File: config.mk
export PLATFORM = sky130hd
export DESIGN_NAME = seg_xlate_unit
export DESIGN_NICKNAME = d
export VERILOG_FILES = /design/src/rtl/seg_xlate_pkg.sv /design/src/rtl/seg_table.sv /design/src/rtl/seg_check.sv /design/src/rtl/seg_xlate_unit.sv
export SDC_FILE = /design/constraint.sdc
export NUM_CORES = 1
export LEC_CHECK = 0
export ABC_AREA = 1
export BUFFER_PORTS_ARGS = -buffer_cell sky130_fd_sc_hd__buf_2
export CORE_MARGIN = 5
export CORE_UTILIZATION = 30
export CTS_CLUSTER_DIAMETER = 120
export DETAILED_ROUTE_END_ITERATION = 7
export GPL_ROUTABILITY_DRIVEN = 0
export PLACE_DENSITY = 0.48
export SLEW_MARGIN = 0
export SYNTH_ARGS = -nofsm -noshare
export SYNTH_HDL_FRONTEND = slang
export SYNTH_SLANG_ARGS = --single-unit
File: constraint.sdc
create_clock -name clk_i -period 3.2 [get_ports clk_i]
set_input_delay 0.16 -clock clk_i [delete_from_list [all_inputs] [get_ports clk_i]]
set_output_delay 0.16 -clock clk_i [all_outputs]
set_load 0.02 [all_outputs]
File: src/rtl/seg_xlate_pkg.sv
package seg_xlate_pkg;

  typedef enum logic [1:0] {
    FLT_BAD_SEG = 2'd0,
    FLT_INVALID = 2'd1,
    FLT_LIMIT   = 2'd2,
    FLT_PROT    = 2'd3
  } fault_e;

  typedef enum logic [1:0] {
    ACC_READ  = 2'd0,
    ACC_WRITE = 2'd1,
    ACC_EXEC  = 2'd2,
    ACC_RSVD  = 2'd3
  } acc_e;

  localparam int PERM_R = 0;
  localparam int PERM_W = 1;
  localparam int PERM_X = 2;
  localparam int PERM_N = 3;

endpackage

File: src/rtl/seg_table.sv
module seg_table #(
  parameter int NUM_SEGS = 6,
  parameter int IDX_W    = 4,
  parameter int OFF_W    = 16,
  parameter int PA_W     = 20
) (
  input  logic             clk_i,
  input  logic             rst_ni,
  input  logic             ent_we_i,
  input  logic [IDX_W-1:0] ent_idx_i,
  input  logic [PA_W-1:0]  ent_base_i,
  input  logic [OFF_W-1:0] ent_limit_i,
  input  logic             ent_valid_i,
  input  logic [2:0]       ent_perm_i,
  input  logic             len_we_i,
  input  logic [IDX_W-1:0] len_i,
  input  logic [IDX_W-1:0] rd_idx_i,
  output logic [PA_W-1:0]  rd_base_o,
  output logic [OFF_W-1:0] rd_limit_o,
  output logic             rd_valid_o,
  output logic [2:0]       rd_perm_o,
  output logic [IDX_W-1:0] len_o
);

  logic [PA_W-1:0]     base_q  [NUM_SEGS];
  logic [OFF_W-1:0]    limit_q [NUM_SEGS];
  logic [2:0]          perm_q  [NUM_SEGS];
  logic [NUM_SEGS-1:0] valid_q;
  logic [IDX_W-1:0]    len_q;

  for (genvar g = 0; g < NUM_SEGS; g++) begin : g_ent
    logic hit;
    assign hit = ent_we_i && (ent_idx_i == IDX_W'(g));
    always_ff @(posedge clk_i or negedge rst_ni) begin
      if (!rst_ni) begin
        base_q[g]  <= '0;
        limit_q[g] <= '0;
        perm_q[g]  <= '0;
        valid_q[g] <= 1'b0;
      end else if (hit) begin
        base_q[g]  <= ent_base_i;
        limit_q[g] <= ent_limit_i;
        perm_q[g]  <= ent_perm_i;
        valid_q[g] <= ent_valid_i;
      end
    end
  end

  always_ff @(posedge clk_i or negedge rst_ni) begin
    if (!rst_ni)       len_q <= '0;
    else if (len_we_i) len_q <= len_i;
  end

  // indices past the table read as an invalid, all-zero entry
  always_comb begin
    rd_base_o  = '0;
    rd_limit_o = '0;
    rd_perm_o  = '0;
    rd_valid_o = 1'b0;
    for (int k = 0; k < NUM_SEGS; k++) begin
      if (rd_idx_i == IDX_W'(k)) begin
        rd_base_o  = base_q[k];
        rd_limit_o = limit_q[k];
        rd_perm_o  = perm_q[k];
        rd_valid_o = valid_q[k];
      end
    end
  end

  assign len_o = len_q;

  AST_OOR_WRITE_IGNORED: assert property (@(posedge clk_i) disable iff (!rst_ni)
    (ent_we_i && (ent_idx_i >= IDX_W'(NUM_SEGS))) |=> $stable(valid_q));

endmodule

File: src/rtl/seg_check.sv
module seg_check
  import seg_xlate_pkg::*;
#(
  parameter int IDX_W = 4,
  parameter int OFF_W = 16,
  parameter int PA_W  = 20
) (
  input  logic [IDX_W-1:0] seg_i,
  input  logic [OFF_W-1:0] off_i,
  input  logic [1:0]       acc_i,
  input  logic [IDX_W-1:0] len_i,
  input  logic [PA_W-1:0]  base_i,
  input  logic [OFF_W-1:0] limit_i,
  input  logic             valid_i,
  input  logic [2:0]       perm_i,
  output logic             fault_o,
  output logic [1:0]       code_o,
  output logic [PA_W-1:0]  paddr_o
);

  logic acc_ok;

  always_comb begin
    unique case (acc_e'(acc_i))
      ACC_READ:  acc_ok = perm_i[PERM_R];
      ACC_WRITE: acc_ok = perm_i[PERM_W];
      ACC_EXEC:  acc_ok = perm_i[PERM_X];
      default:   acc_ok = 1'b0;
    endcase
  end

  // first failing check wins
  always_comb begin
    fault_o = 1'b1;
    code_o  = FLT_BAD_SEG;
    paddr_o = '0;
    if (seg_i >= len_i) begin
      code_o = FLT_BAD_SEG;
    end else if (!valid_i) begin
      code_o = FLT_INVALID;
    end else if (off_i >= limit_i) begin
      code_o = FLT_LIMIT;
    end else if (!acc_ok) begin
      code_o = FLT_PROT;
    end else begin
      fault_o = 1'b0;
      code_o  = FLT_BAD_SEG;
      paddr_o = base_i + PA_W'(off_i);
    end
  end

endmodule

File: src/rtl/seg_xlate_unit.sv
module seg_xlate_unit
  import seg_xlate_pkg::*;
#(
  parameter int NUM_SEGS = 6,
  parameter int OFF_W    = 16,
  parameter int PA_W     = 20,
  localparam int IDX_W   = $clog2(NUM_SEGS) + 1
) (
  input  logic             clk_i,
  input  logic             rst_ni,
  input  logic             cfg_ent_we_i,
  input  logic [IDX_W-1:0] cfg_idx_i,
  input  logic [PA_W-1:0]  cfg_base_i,
  input  logic [OFF_W-1:0] cfg_limit_i,
  input  logic             cfg_valid_i,
  input  logic [2:0]       cfg_perm_i,
  input  logic             cfg_len_we_i,
  input  logic [IDX_W-1:0] cfg_len_i,
  input  logic             req_valid_i,
  output logic             req_ready_o,
  input  logic [IDX_W-1:0] req_seg_i,
  input  logic [OFF_W-1:0] req_off_i,
  input  logic [1:0]       req_acc_i,
  output logic             rsp_valid_o,
  output logic             rsp_fault_o,
  output logic [1:0]       rsp_code_o,
  output logic [PA_W-1:0]  rsp_paddr_o
);

  logic [PA_W-1:0]  ent_base;
  logic [OFF_W-1:0] ent_limit;
  logic             ent_valid;
  logic [2:0]       ent_perm;
  logic [IDX_W-1:0] len;
  logic             chk_fault;
  logic [1:0]       chk_code;
  logic [PA_W-1:0]  chk_paddr;
  logic             accept;
  logic             rsp_valid_q;
  logic             rsp_fault_q;
  logic [1:0]       rsp_code_q;
  logic [PA_W-1:0]  rsp_paddr_q;

  seg_table #(
    .NUM_SEGS(NUM_SEGS), .IDX_W(IDX_W), .OFF_W(OFF_W), .PA_W(PA_W)
  ) u_table (
    .clk_i       (clk_i),
    .rst_ni      (rst_ni),
    .ent_we_i    (cfg_ent_we_i),
    .ent_idx_i   (cfg_idx_i),
    .ent_base_i  (cfg_base_i),
    .ent_limit_i (cfg_limit_i),
    .ent_valid_i (cfg_valid_i),
    .ent_perm_i  (cfg_perm_i),
    .len_we_i    (cfg_len_we_i),
    .len_i       (cfg_len_i),
    .rd_idx_i    (req_seg_i),
    .rd_base_o   (ent_base),
    .rd_limit_o  (ent_limit),
    .rd_valid_o  (ent_valid),
    .rd_perm_o   (ent_perm),
    .len_o       (len)
  );

  seg_check #(
    .IDX_W(IDX_W), .OFF_W(OFF_W), .PA_W(PA_W)
  ) u_check (
    .seg_i   (req_seg_i),
    .off_i   (req_off_i),
    .acc_i   (req_acc_i),
    .len_i   (len),
    .base_i  (ent_base),
    .limit_i (ent_limit),
    .valid_i (ent_valid),
    .perm_i  (ent_perm),
    .fault_o (chk_fault),
    .code_o  (chk_code),
    .paddr_o (chk_paddr)
  );

  // one in flight: block new requests while a response is shown
  assign req_ready_o = !rsp_valid_q;
  assign accept      = req_valid_i && req_ready_o;

  always_ff @(posedge clk_i or negedge rst_ni) begin
    if (!rst_ni) begin
      rsp_valid_q <= 1'b0;
      rsp_fault_q <= 1'b0;
      rsp_code_q  <= '0;
      rsp_paddr_q <= '0;
    end else begin
      rsp_valid_q <= accept;
      if (accept) begin
        rsp_fault_q <= chk_fault;
        rsp_code_q  <= chk_code;
        rsp_paddr_q <= chk_paddr;
      end
    end
  end

  assign rsp_valid_o = rsp_valid_q;
  assign rsp_fault_o = rsp_fault_q;
  assign rsp_code_o  = rsp_code_q;
  assign rsp_paddr_o = rsp_paddr_q;

  AST_RSP_AFTER_ACCEPT: assert property (@(posedge clk_i) disable iff (!rst_ni)
    accept |=> rsp_valid_o);
  AST_NO_RSP_UNASKED: assert property (@(posedge clk_i) disable iff (!rst_ni)
    !(req_valid_i && req_ready_o) |=> !rsp_valid_o);
  AST_SINGLE_FLIGHT: assert property (@(posedge clk_i) disable iff (!rst_ni)
    rsp_valid_o |-> !req_ready_o);
  AST_TRAP_NO_ADDR: assert property (@(posedge clk_i) disable iff (!rst_ni)
    (rsp_valid_o && rsp_fault_o) |-> (rsp_paddr_o == '0));
  AST_BAD_SEG_FIRST: assert property (@(posedge clk_i) disable iff (!rst_ni)
    (accept && (req_seg_i >= len)) |=> (rsp_fault_o && rsp_code_o == FLT_BAD_SEG));
  AST_OK_IN_LIMIT: assert property (@(posedge clk_i) disable iff (!rst_ni)
    (accept && !chk_fault) |-> (req_off_i < ent_limit));

endmodule

==> results of run 1 <==
state kept, by name, summed over array words and instances (netlist names), 2 cells and up:
name and count:
rsp_code_o 2, u_table.len_o 4, u_table.perm_q 18, rsp_paddr_o 20, u_table.base_q 120, u_table.limit_q 96, u_table.valid_q 6
cell usage after synthesis (6+ instances only):
library cell	number
nand3_1	105
dfrtp_1	268
nand4_1	15
nand2_2	14
o21ai_0	262
a21oi_1	62
nand2_1	413
a221oi_1	26
inv_1	112
buf_2	11
ha_1	38
clkbuf_1	63
a22oi_1	12
buf_1	6
a211oi_1	6
nor2_1	63
what timing repair did:
| item | CTS | global route |
|---|---|---|
| setup endpoints to repair | 0 | 0 |
| hold buffers | 51 | 0 |
| endpoints found under the hold margin | 305 | 0 |
stage by stage:
step                power (W)  util [%]  instance area (µm²)  instances  TNS, ns
floorplan             0.00524         -                12800       1525        0
global placement      0.00580      33.7                14200       2128    -1.32
detailed placement    0.00584      33.7                14200       2128    -2.34
CTS                   0.00952      37.4                15700       2237        0
global route          0.00997      37.4                15700       2237        0
finish                0.00940      37.4                15700       2237        0
cells in the final DEF (no fill, tap or decap), types with 3 or more instances in the layout:
cell             n
nand2_2         16
nand4_1         15
buf_2           98
ha_1            38
clkinv_2         9
o21ai_0        262
clkbuf_1         7
xnor2_1          5
dfrtp_1        268
buf_12          14
a21oi_1         62
dlygate4sd3_1   51
inv_2            5
xor2_1           3
a221oi_1        26
nand2_1        411
clkbuf_8         6
nand3_2          5
a211oi_1         6
nor2_4           3
inv_1          112
nand3_1        102
nor2_1          63
a22oi_1         12
clkbuf_16       31
buf_4           37
how the worst max path moves through the flow:
stage	start	to	slack, ns	cells past startpoint
2_1_floorplan	req_seg_i[3]	rsp_paddr_o[14]	0.39	24
3_3_place_gp	req_seg_i[3]	rsp_paddr_o[6]	-0.11	18
3_5_place_dp	req_seg_i[1]	rsp_paddr_o[2]	-0.18	19
4_1_cts	u_table.limit_q[67]	rsp_paddr_o[7]	0.22	14
5_1_grt	u_table.limit_q[67]	rsp_paddr_o[5]	0.001	14
6_report	u_table.limit_q[67]	rsp_paddr_o[2]	0.28	14
logic make-up after synthesis:
group                      share of synthesized area, %
xor gates and xnor gates                          0.547
DFF                                                52.4
adders and majority gates                          3.87
and+or+nand+nor                                    20.5
buffers and inverters                              6.44
muxes                                            0.0879
AOI/OAI and AO/OA                                  16.2
where the power goes:
part | leakage, nW | total (W) | switching, W | internal (W)
logic | 3.82 | 0.00146 | 0.000866 | 0.000589
clock network | 0.508 | 0.00357 | 0.00148 | 0.00209
registers | 3.39 | 0.00437 | 0.000330 | 0.00404
area by class of cell:
| type | count | share of cell area [%] |
|---|---|---|
| Clock buffer | 44 | 5.62 |
| Clock inverter | 14 | 0.914 |
| Inverter | 119 | 2.86 |
| Multi-Input combinational cell | 1052 | 33.7 |
| Sequential cell | 268 | 42.6 |
| Tap cell | 539 | 4.28 |
| Timing Repair Buffer | 201 | 10.0 |
per-layer routing:
layer / GRT usage, % / vias to the layer above
met5: 0 / -
met4: 3.31 / 0
met3: 2.62 / 46
met2: 25.7 / 219
met1: 25.4 / 5228
li1: - / 5376
tightest hold or removal path, stage by stage:
cell	delay, ns
buf_2	0.11
inv_1	0.13
o21ai_0	0.18
==> flow_summary.toml, run 1 <==
[status]
outcome = "finished clean"

[synthesis]
ys_seq_elements = 268
synth_fp_nets = 1639
yosysWarnings = 0
synth_top_cell_area_share_pct = 52.4
synth_cell_type_count = 45
ys_seq_area_share_pct = 52.4
syn_area_per_cell_um2 = 8.40
synth_cells = 1525
synth_area_mm2 = 0.0128
synth_top_area_cell = "dfrtp_1"
synth_edf_count = 0
yosys-top-cells-area = "dfrtp_1 (52%), nand2_1 (12%), o21ai_0 (10%), nand3_1 (4.1%), ha_1 (3.7%)"
synthArstFlopShare_pct = 100
synth_ff_type = "dfrtp_1"

[clocking]
numCtsBuffers = 31
clockBufferDepth = 3
post_cts_buffers = 0
cts_tree = "done"
clockRootBuffer = "clkbuf_16"
clock_sinks = 268
post_cts_resized = 0
clk_latency_ns = 0.59
h-tree-depth = 1
path_clk_slew_ns = 0.06

[worst_setup_path]
critical-path-top-delay-family = "compound AO/OA/AOI/OAI gates"
crit_type = "flop to flop"
r2r_cells = 14
rr_startpoint = "u_table.limit_q[67]"
cp_num_buf_inv = 2
max_stage_delay_ns = 0.51
critPathRequiredTime_ns = 3.73
crit_chain = "nand3_1 > nand4_1 > a211oi_1 > ha_1 > a21oi_1 > o21ai_0 > a21oi_1 > o21ai_0 > nor2_1 > buf_4 > nand3_4 > clkinv_2 > nand2_1 > nand2_1"
r2r-end = "rsp_paddr_o[2]"
crit_slowest_cell = "a211oi_1"
cp_max_fo = 15
r2r_slack_ns = 0.28
cp.arrival_ns = 3.45
worst_setup_path_end_kind = "flop"
cp-start-kind = "flop"

[global_routing]
grt_overflow = 0
antenna_found_initial = 0
first_global_vias = 10800
grt_max_degree = 81
grt_pass1_wl_um = 63200
grtUsageTotal_pct = 16.8

[cells_and_area]
multi_input_area_mm2 = 0.00531
layout-drive-gt1-share_pct = 14.3
diodes = 0
nNetsFinal = 1787
fillers = 4317
regArea_mm2 = 0.00671
area_delta_synth_final_pct = 22.9

[placement]
io_buffers = 99
preCtsSetupSlack_ns = -0.183
dp_hpwl_um = 25400

[routing]
wl_per_cell_um = 17.6
route.detailed.drc = 0
vias = 10900
wl_met1_um = 19900
drt-initial-drc-count = 753
wl_met3_um = 2020
routed-wl-met2_um = 16900
via_per_inst = 4.86
wirelength_um = 39400
topRoutingLayerUsed = "met4"
final_antenna_net_count = 0
drt_pass1_iterations = 5

[timing]
clock_skew_ns = 0.0192
rsz0062_at_grt = "no"
fin_crit_sh_pct = 91.3
fmax_ghz = 0.342
timing_hold_violations_final = 0
period_needed_ns = 2.92
max-slew-margin-rel_pct = 39.1
setup_viol = 0
slew_viol_final = 0
hold_slack_ns = 0.0486
worstMarginPinSlew_ns = 0.914
setup_ws_ns = 0.279

[floorplan]
initial_core_util_pct = 30.4
die_area_mm2 = 0.0469
ioPinCount = 100
rows = 75
die_h_um = 217
die_x_um = 217
core-area_mm2 = 0.0421

[power_and_ir_drop]
leakagePower_nw = 7.72
ir_worst_vdd_v = 0.000458
power_density_mw_per_mm2 = 597

[job]
drv_cap = 0

[worst_hold_path]
hold_depth = 3
hold_start = "cfg_limit_i[13]"
min_to = "u_table.limit_q[61]"
hp-class = "input port to flop"
Power figures use the tool's default switching activity.
==> inputs of run 2 (changes only) <==
- clock period: 3.2 -> 3.73 ns (I/O delays scaled with it)
==> run 2 against run 1 <==
Compared with the run above:
- first-iteration DRC count increased by 19%
- non-clock buffer count decreased by 31
- fmax decreased by 2.0%
- critical path type unchanged
- via count decreased by 1.4%
- worst hold slack got worse by 0.023 ns
- routed wire length decreased by 2.3%
- final area decreased by 2.3%
- clock power decreased by 18%
- clock-buffer cell count increased by 3
- largest cell class unchanged
- die area unchanged
- register-to-register slack improved by 0.47 ns
==> flow_summary.toml, run 2 (same netlist as run 1, synthesis figures left out) <==
[clocking]
cts_tree = "done"
clock_sinks = 268
numCtsBuffers = 30
h-tree-depth = 1
post_cts_buffers = 0
clockRootBuffer = "clkbuf_16"
clk_latency_ns = 0.57
post_cts_resized = 0
clockBufferDepth = 3
cts_hold_buf = 49
path_clk_slew_ns = 0.06

[cells_and_area]
largest_register_ffs = 120
finalNonFillerCells = 2200
stdcell_area_mm2 = 0.0154
layout-drive-gt1-share_pct = 12.3
diodes = 0
nNetsFinal = 1755
area_delta_synth_final_pct = 20.0
layout_common_cells = "nand2_1 (411), dfrtp_1 (268), o21ai_0 (262)"
layout_commonest_cell = "nand2_1"
regMostFlops = "u_table.base_q"
regArea_mm2 = 0.00671
fillers = 4393
multi_input_area_mm2 = 0.00531

[floorplan]
rows = 75
ioPinCount = 100
die_h_um = 217
core-area_mm2 = 0.0421
die_area_mm2 = 0.0469
initial_core_util_pct = 30.4
die_x_um = 217

[timing]
finalSetupTns_ns = 0
rsz0062_at_grt = "no"
setup_viol = 0
slew_viol_final = 0
clock_skew_ns = 0.0159
max-slew-margin-rel_pct = 27.2
worstMarginPinSlew_ns = 1.09
fin_crit_sh_pct = 79.9
period_needed_ns = 2.98
timing_hold_violations_final = 0
fmax_ghz = 0.335
setup_ws_ns = 0.749

[worst_hold_path]
hp-class = "input port to flop"

[routing]
route.detailed.drc = 0
wl_per_cell_um = 17.5
drt_pass1_iterations = 5
via_per_inst = 4.87
wirelength_um = 38500
final_antenna_net_count = 0
vias = 10700
drt-initial-drc-count = 896

[placement]
io_buffers = 99
preCtsSetupSlack_ns = 0.319
placedCellCount = 2099
dp_hpwl_um = 24500
postPlaceCellArea_mm2 = 0.0139

[power_and_ir_drop]
pwr-share-clk_pct = 37.1
p_sw_share_pct = 28.2
ir_worst_vdd_v = 0.000280
intPower_w = 0.00564
leakagePower_nw = 7.51
power.switching_w = 0.00221
pwr-share-seq_pct = 47.7
combPwrFrac_pct = 15.3
power_density_mw_per_mm2 = 511
p_total_w = 0.00785

[worst_setup_path]
rr_startpoint = "u_table.limit_q[93]"
worst_setup_path_end_kind = "flop"
cp_max_fo = 15
r2r-end = "rsp_paddr_o[4]"
cp-start-kind = "flop"
r2r_cells = 16
r2r_slack_ns = 0.75
cp-startpoint = "u_table.limit_q[93]"
critPathRequiredTime_ns = 4.24
cp.arrival_ns = 3.49
crit_type = "flop to flop"
crit_end = "rsp_paddr_o[4]"

[global_routing]
grtUsageTotal_pct = 16.3
grt_max_degree = 96
first_global_vias = 10600
grt_overflow = 0
antenna_found_initial = 1
grt_pass1_wl_um = 61700

[job]
drv_cap = 0

[status]
outcome = "finished clean"
==> run 2: layout make-up <==
type	count	share of cell area [%]
Timing Repair Buffer	170	8.20
Clock inverter	5	0.505
Inverter	119	2.93
Tap cell	539	4.39
Sequential cell	268	43.6
Clock buffer	47	5.82
Multi-Input combinational cell	1052	34.5
==> run 2: metrics by stage <==
step | utilization (%) | hold WS (ns)
after floorplan | - | -0.109
after CTS | 36.5 | 0.00492
after global routing | 36.5 | 0.0188
final | 36.5 | 0.0254
after global placement | 33.0 | 0.283
after detailed placement | 33.0 | 0.284
==> run 2: power groups by stage <==
stage                     clock [W]  combinational (W)  sequential (W)
final                       0.00291            0.00120         0.00374
after floorplan                   0           0.000775         0.00372
after global placement            0            0.00115         0.00377
after global routing        0.00312            0.00140         0.00380
after detailed placement          0            0.00117         0.00378
after CTS                   0.00299            0.00122         0.00374
==> run 2: critical path, cell delays in order, from the launching register on <==
cell	delay (ns)
dfrtp_1	0.37
nand3_1	0.08
nand2_1	0.06
a221oi_1	0.40
nand2_1	0.12
o21ai_0	0.11
ha_1	0.28
a21oi_1	0.14
o21ai_0	0.09
a21oi_1	0.19
o21ai_0	0.14
nor2_1	0.23
buf_4	0.20
nand3_4	0.11
clkinv_2	0.22
nand2_1	0.10
nand2_1	0.07
==> run 2: worst min-delay path by stage <==
| stage | startpoint | to | cells after the start | slack (ns) |
|---|---|---|---|---|
| after floorplan | rst_ni | rsp_code_o[0] | 0 | -0.11 |
| after global routing | cfg_limit_i[11] | u_table.limit_q[75] | 3 | 0.02 |
| after CTS | cfg_limit_i[11] | u_table.limit_q[59] | 3 | 0.005 |
| final | cfg_limit_i[11] | u_table.limit_q[59] | 3 | 0.03 |
| after global placement | rst_ni | u_table.len_o[1] | 1 | 0.28 |
| after detailed placement | rst_ni | u_table.len_o[1] | 1 | 0.28 |
==> run 2: metal layers <==
metal	share of wire [%]	global-route usage (%)	vias to the layer above
met4	1.4	3.14	2
met1	51	24.4	5131
li1	-	-	5299
met2	43	25.5	244
met3	4.3	2.23	42
met5	0.029	0	-
